--- src/rtl/maint_det_pkg.sv ---
package maint_det_pkg;

  // Strobes from the control half to the datapath half
  typedef struct packed {
    logic clrAcc;     // drop per-frame evidence
    logic clrFlags;   // force every flag low
    logic ohBit;      // valid overhead bit
    logic payBit;     // valid payload bit
    logic cBit;       // overhead bit tagged as C-bit
    logic cSf3;       // C-bit that belongs to subframe 3
    logic xBit;       // X-bit (A-bit in E3)
    logic evalFrame;  // boundary while tracking
    logic huntBnd;    // boundary while hunting
    logic parityOk;   // parity qualifier at the boundary
    logic e3;         // E3 behaviour selected
  } ctrlStrobes_t;

endpackage

--- src/rtl/maint_det_ctrl.sv ---
module maint_det_ctrl
  import maint_det_pkg::*;
#(
  parameter int SF_W    = 3,
  parameter int SF3_IDX = 3
) (
  input  logic            clk,
  input  logic            rst,
  input  logic            e3Mode,
  input  logic            frameValid,
  input  logic            parityValid,
  input  logic            mfBoundary,
  input  logic            bitValid,
  input  logic            isOverhead,
  input  logic            cStrobe,
  input  logic            xStrobe,
  input  logic [SF_W-1:0] subframeIdx,
  output ctrlStrobes_t    strb
);

  typedef enum logic {ST_HUNT, ST_TRACK} trackState_t;
  trackState_t state;
  logic lossNow;
  logic bitGo;

  assign lossNow = rst | ~frameValid;
  assign bitGo   = bitValid & ~mfBoundary & ~lossNow;

  always_ff @(posedge clk) begin
    if (lossNow)         state <= ST_HUNT;
    else if (mfBoundary) state <= ST_TRACK;
  end

  always_comb begin
    strb           = '0;
    strb.clrFlags  = lossNow;
    strb.clrAcc    = lossNow | mfBoundary;
    strb.ohBit     = bitGo & isOverhead;
    strb.payBit    = bitGo & ~isOverhead;
    strb.cBit      = bitGo & isOverhead & cStrobe;
    strb.cSf3      = bitGo & isOverhead & cStrobe &
                     (subframeIdx == SF_W'(SF3_IDX));
    strb.xBit      = bitGo & isOverhead & xStrobe;
    strb.evalFrame = mfBoundary & ~lossNow & (state == ST_TRACK);
    strb.huntBnd   = mfBoundary & ~lossNow & (state == ST_HUNT);
    strb.parityOk  = parityValid;
    strb.e3        = e3Mode;
  end

  AST_HUNT_AFTER_LOSS: assert property (@(posedge clk) disable iff (rst)
    !frameValid |=> state == ST_HUNT);

  AST_TRACK_AFTER_BOUNDARY: assert property (@(posedge clk) disable iff (rst)
    (frameValid && mfBoundary) |=> state == ST_TRACK);

endmodule

--- src/rtl/maint_det_dp.sv ---
module maint_det_dp
  import maint_det_pkg::*;
#(
  parameter int C_PER_MF = 21,
  parameter int SF3_C    = 3,
  parameter int X_PER_MF = 2
) (
  input  logic         clk,
  input  logic         rst,
  input  logic         rxBit,
  input  ctrlStrobes_t strb,
  output logic         aisDet,
  output logic         idleDet,
  output logic         yellowDet
);

  localparam int C_W     = $clog2(C_PER_MF + 2);
  localparam int S_W     = $clog2(SF3_C + 2);
  localparam int X_W     = $clog2(X_PER_MF + 2);
  localparam int PHASE_W = 2;

  logic [PHASE_W-1:0] phase;
  logic [C_W-1:0]     cCount;
  logic [S_W-1:0]     sf3Count;
  logic [X_W-1:0]     xCount;
  logic aisOk, idleOk, paySeen;
  logic cZero, sf3Zero;
  logic xFirst, xEqual, xAllLow;
  logic aSeen, aVal;

  logic aisWant, idleWant;
  logic xGood, ds3Ais, ds3Idle, ds3Yel;

  // pattern bit expected at the current payload phase
  assign aisWant  = ~phase[0];
  assign idleWant = ~phase[1];

  // evidence gathered across one M-frame
  always_ff @(posedge clk) begin
    if (strb.clrAcc) begin
      phase    <= '0;
      aisOk    <= 1'b1;
      idleOk   <= 1'b1;
      paySeen  <= 1'b0;
      cZero    <= 1'b1;
      sf3Zero  <= 1'b1;
      cCount   <= '0;
      sf3Count <= '0;
      xCount   <= '0;
      xFirst   <= 1'b0;
      xEqual   <= 1'b1;
      xAllLow  <= 1'b1;
      aSeen    <= 1'b0;
      aVal     <= 1'b0;
    end else begin
      if (strb.ohBit) phase <= '0;
      if (strb.payBit) begin
        phase   <= phase + 1'b1;
        paySeen <= 1'b1;
        if (rxBit != aisWant)  aisOk  <= 1'b0;
        if (rxBit != idleWant) idleOk <= 1'b0;
      end
      if (strb.cBit) begin
        if (cCount != C_W'(C_PER_MF + 1)) cCount <= cCount + 1'b1;
        if (rxBit) cZero <= 1'b0;
      end
      if (strb.cSf3) begin
        if (sf3Count != S_W'(SF3_C + 1)) sf3Count <= sf3Count + 1'b1;
        if (rxBit) sf3Zero <= 1'b0;
      end
      if (strb.xBit) begin
        if (xCount == '0)       xFirst <= rxBit;
        else if (rxBit != xFirst) xEqual <= 1'b0;
        if (xCount != X_W'(X_PER_MF + 1)) xCount <= xCount + 1'b1;
        if (rxBit) xAllLow <= 1'b0;
        aSeen <= 1'b1;
        aVal  <= rxBit;
      end
    end
  end

  assign xGood   = (xCount == X_W'(X_PER_MF)) & xEqual;
  assign ds3Ais  = strb.parityOk & cZero & (cCount == C_W'(C_PER_MF)) &
                   xGood & paySeen & aisOk;
  assign ds3Idle = strb.parityOk & sf3Zero & (sf3Count == S_W'(SF3_C)) &
                   xGood & paySeen & idleOk;
  assign ds3Yel  = (xCount == X_W'(X_PER_MF)) & xAllLow;

  // per-frame verdict registers
  always_ff @(posedge clk) begin
    if (strb.clrFlags) begin
      aisDet    <= 1'b0;
      idleDet   <= 1'b0;
      yellowDet <= 1'b0;
    end else begin
      if (strb.evalFrame) begin
        aisDet    <= ds3Ais;
        idleDet   <= ds3Idle;
        yellowDet <= strb.e3 ? (aSeen & aVal) : ds3Yel;
      end else if (strb.huntBnd) begin
        aisDet    <= 1'b0;
        idleDet   <= 1'b0;
        yellowDet <= 1'b0;
      end
      if (strb.e3) begin
        aisDet  <= 1'b0;
        idleDet <= 1'b0;
      end
    end
  end

  AST_PHASE_RESTART: assert property (@(posedge clk) disable iff (rst)
    (strb.ohBit && !strb.clrAcc) |=> phase == '0);

  AST_E3_QUIET: assert property (@(posedge clk) disable iff (rst)
    strb.e3 |=> (!aisDet && !idleDet));

  AST_HOLD_BETWEEN: assert property (@(posedge clk) disable iff (rst)
    (!strb.evalFrame && !strb.huntBnd && !strb.clrFlags && !strb.e3)
      |=> ($stable(aisDet) && $stable(idleDet) && $stable(yellowDet)));

  AST_MISMATCH_KILLS: assert property (@(posedge clk) disable iff (rst)
    (strb.payBit && !strb.clrAcc && rxBit != aisWant) |=> !aisOk);

endmodule

--- src/rtl/ds3_maint_detect.sv ---
module ds3_maint_detect
  import maint_det_pkg::*;
#(
  parameter int C_PER_MF = 21,
  parameter int SF3_C    = 3,
  parameter int X_PER_MF = 2,
  parameter int SF_W     = 3,
  parameter int SF3_IDX  = 3
) (
  input  logic            clk,
  input  logic            rst,
  input  logic            e3Mode,
  input  logic            frameValid,
  input  logic            parityValid,
  input  logic            mfBoundary,
  input  logic            bitValid,
  input  logic            rxBit,
  input  logic            isOverhead,
  input  logic            cStrobe,
  input  logic            xStrobe,
  input  logic [SF_W-1:0] subframeIdx,
  output logic            aisDet,
  output logic            idleDet,
  output logic            yellowDet
);

  ctrlStrobes_t strb;

  maint_det_ctrl #(
    .SF_W    (SF_W),
    .SF3_IDX (SF3_IDX)
  ) uCtrl (
    .clk         (clk),
    .rst         (rst),
    .e3Mode      (e3Mode),
    .frameValid  (frameValid),
    .parityValid (parityValid),
    .mfBoundary  (mfBoundary),
    .bitValid    (bitValid),
    .isOverhead  (isOverhead),
    .cStrobe     (cStrobe),
    .xStrobe     (xStrobe),
    .subframeIdx (subframeIdx),
    .strb        (strb)
  );

  maint_det_dp #(
    .C_PER_MF (C_PER_MF),
    .SF3_C    (SF3_C),
    .X_PER_MF (X_PER_MF)
  ) uDp (
    .clk       (clk),
    .rst       (rst),
    .rxBit     (rxBit),
    .strb      (strb),
    .aisDet    (aisDet),
    .idleDet   (idleDet),
    .yellowDet (yellowDet)
  );

  AST_NOFRAME_CLEAR: assert property (@(posedge clk) disable iff (rst)
    !frameValid |=> (!aisDet && !idleDet && !yellowDet));

  AST_PARITY_GATE: assert property (@(posedge clk) disable iff (rst)
    (mfBoundary && !parityValid) |=> (!aisDet && !idleDet));

endmodule

--- config.mk ---
export PLATFORM = sky130hd
export DESIGN_NAME = ds3_maint_detect
export DESIGN_NICKNAME = d
export VERILOG_FILES = /design/src/rtl/maint_det_pkg.sv /design/src/rtl/maint_det_ctrl.sv /design/src/rtl/maint_det_dp.sv /design/src/rtl/ds3_maint_detect.sv
export SDC_FILE = /design/constraint.sdc
export NUM_CORES = 1
export LEC_CHECK = 0
export BUFFER_PORTS_ARGS = -buffer_cell sky130_fd_sc_hd__buf_2
export CORE_MARGIN = 4
export CORE_UTILIZATION = 50
export DETAILED_ROUTE_END_ITERATION = 12
export PLACE_DENSITY = 0.78
export SLEW_MARGIN = 20
export SYNTH_ARGS = -nofsm -noshare
export SYNTH_HDL_FRONTEND = slang
export SYNTH_HIERARCHICAL = 1
export SYNTH_SLANG_ARGS = --single-unit
export TNS_END_PERCENT = 20
--- constraint.sdc ---
create_clock -name clk -period 1.8 [get_ports clk]
set_input_delay 0.27 -clock clk [delete_from_list [all_inputs] [get_ports clk]]
set_output_delay 0.27 -clock clk [all_outputs]
set_load 0.005 [all_outputs]
==> results.md <==
- Antenna violations before repair: 0
- Initial drt markers: 30
- Final min period: 1.36 ns
- Combinational Power Share: roughly 6.6%
- Pint: a little over 0.7 mW
- Top FF cell, synth: dfxtp_1
- Syn Area/Cell: 9.11 um2
- Area growth, synth to finish: 9.83%
- Antenna Diode Count: 0
- Cells after DPL: 190
- Vias: approximately 1000
- Max rail drop VDD: approximately 0.54 mV
- Fin crit share: 75.6%
- DRC violations left: 0
- Grt total ovfl: 0
- Share of layout cells above drive strength 1: ~20%
- Hold-fix buffers, CTS: 0
- Antenna viol nets, final: 0
- Pre-CTS WS: roughly 0.24 ns
- Finished Layout Cells: between 150 and 200
- Die Width: 59.9 um
- Row cnt: 18
- Vias per std cell: roughly 5.4
- Fmax: between 700 and 800 MHz
- Synthesized flop and latch total: 26
- Clock Latency Late Sink: between 0.3 and 0.4 ns
- Largest net degree at the start of global routing: 15
- Synth Net Count: around 170
- Mapped Cells: about 150
- Die ar.: around 3600 um2
- Cell Area, Synth: between 1000 and 1500 um2
- Post-CTS Resized: 0
- Net Sw Frac: between 20% and 30%
- Clock power frac: between 30% and 40%
- Startpoint Class: flop
- Asr flop ratio synth: 0%
- DR WL/cell: 12.5 um
- Total CTS buffers: 3
- Fill cells: 227
- PortBufs: 16
- H-tree levels: 1
- EDFF count, synth: 0
- HP Class: primary input to flop
- Clock-pin slew on the worst setup and hold paths: 0.14 ns
- CP Capture Type: flop
- Sequential fraction of design power: between 60 and 70%
- Clk buf depth: 2
- Area taken by multi-input logic gates: about 720 um2
- CTS root buffer: clkbuf_4
- Max Cap Viol: 0
- Setup_tns: 0 ns
- RSZ-0062 raised after global routing: no
- GRT Resource Usage Total: approximately 16%
- Status: finished, final reports clean
- Relative slew slack: approximately 64%
- CTS tree: built
- Slew @ Worst Pin: 0.547 ns
- Yosys warns: 6
- Final setup violation count: 0
- Initial Utilization: between 50% and 60%
- Vias in the first global route: between 1000 and 1500
- Sequential fraction of the synthesis area: 38.6%
- PwrDens: 628 nW/um2
- # nets final: roughly 190
- Leak: 0.543 nW
- Psw: just over 0.2 mW
- CP Max Fanout: 4
- Dpl hpwl: 1.97 mm
- Worst Setup Slack, final: 0.439 ns
- Worst clock skew: 0.00204 ns
- Die Y: roughly 60 um
- Final hold vios: 0
- Post-CTS repair timing setup buffer count: 0
- FF+latch area: roughly 520 um2
- Router iterations before antenna repair: 4
- I/O pins: 17
- First-pass GRT wire length: 4.45 mm
- Count of cell types in the netlist: 40
- Max Slew Vio Count: 0
- RePlAce Congestion: approximately 0.72
- CP arrival: about 1.6 ns
- Core Footprint: ~2500 um2
- WS Path Type: flop to flop
- Worst Path Required: roughly 2 ns
- Routed WL: approximately 2.4 mm
- Clk sinks: 26
routing by layer:
| layer | track usage, % | vias up | part of all wire (%) |
|---|---|---|---|
| met3 | 2.81 | 2 | 2.5 |
| met5 | 0 | - | 0 |
| met2 | 29.5 | 7 | 53 |
| met4 | 5.70 | 0 | 0.62 |
| li1 | - | 530 | - |
| met1 | 18.4 | 500 | 44 |
synthesized netlist by cell type (all sizes together) (2+ instances only):
cell     n  share of area [%]
a21oi    9                3.6
xor2     2                1.3
nor4     4                3.9
nand2b   4                2.4
dfxtp   26                 39
inv     14                3.9
nand3b   2                1.1
nor3b    3                1.7
nand4b   2                1.3
mux2i    2                1.5
nor3     2               0.74
nor2    15                4.2
nand3    5                1.9
a21o     6                3.3
o21ai    3                1.1
nand2   11                3.1
xnor2    5                3.2
ha       9                8.3
buf      7                3.5
nand4    4                1.9
worst paths after layout:
check / cells past startpoint / to / slack (ns) / start
max: 4 / uDp/aisDet / 0.44 / uCtrl/state
min: 3 / uDp/yellowDet / 0.29 / e3Mode
max reg2reg: 4 / uDp/aisDet / 0.44 / uCtrl/state
min reg2reg: 1 / uDp/idleOk / 0.48 / uDp/idleOk
registers in the layout, summed over array words and instances, names as in the netlist:
signal,count
uCtrl/state,1
uDp/aSeen,1
uDp/aVal,1
uDp/aisDet,1
uDp/aisOk,1
uDp/cCount,5
uDp/cZero,1
uDp/idleDet,1
uDp/idleOk,1
uDp/paySeen,1
uDp/phase,2
uDp/sf3Count,3
uDp/sf3Zero,1
uDp/xAllLow,1
uDp/xCount,2
uDp/xEqual,1
uDp/xFirst,1
uDp/yellowDet,1
power groups by stage:
stage	sequential [mW]	combinational [mW]	clock, mW
2_1_floorplan	0.591	0.0450	0
5_1_grt	0.580	0.0683	0.336
6_report	0.579	0.0614	0.290
4_1_cts	0.579	0.0621	0.303
3_5_place_dp	0.591	0.0618	0
3_3_place_gp	0.591	0.0598	0
kinds of logic (layout without fill, tap and decap cells):
family                   after synthesis  count (layout)  share of synthesized area (%)
buffers and inverters                 22              38                           7.70
multiplexers                           2               2                           1.48
AND/OR/NAND/NOR                       58              58                           26.5
XOR/XNOR                               7               7                           4.55
adder cells (fa/ha/maj)                9               9                           8.35
flip-flops                            26              26                           38.6
AO/OA/AOI/OAI                         24              24                           12.8
worst max-delay path: stages, from the launching register on:
cell	delay, ns
dfxtp_1	0.35
and4b_1	0.23
nor4_1	0.50
nand2_1	0.13
o41ai_2	0.06
metrics by stage:
stage                     power, mW  utilization, %  hold slack (ns)  instance area [um2]
after global placement        0.651            57.3            0.437                 1450
after floorplan               0.636               -            0.426                 1350
final                         0.930            58.7            0.286                 1480
after global routing          0.984            58.7            0.264                 1480
after detailed placement      0.653            57.3            0.445                 1450
after CTS                     0.943            58.7            0.275                 1480
layout make-up:
cell class	instances	share of cell area, %
Clock buffer	4	2.45
Inverter	14	3.55
Multi-Input combinational cell	100	48.9
Sequential cell	26	35.1
Tap cell	30	2.53
Timing Repair Buffer	20	7.43
layout by cell type, fill, tap and decap left out, types with 2 or more instances in the layout:
cell,instances
a21oi_1,8
mux2i_1,2
inv_1,14
nand2b_1,3
nand3_1,5
xnor2_1,5
nor3b_1,3
dfxtp_1,26
nand3b_1,2
o21ai_0,3
a21o_1,6
xor2_1,2
clkbuf_4,3
ha_1,9
buf_4,4
nor3_1,2
nor4_2,2
buf_2,16
nand2_1,11
nand4_1,4
nor2_1,15
nand4b_1,2
No activity file was read; power rests on OpenSTA's default activity.
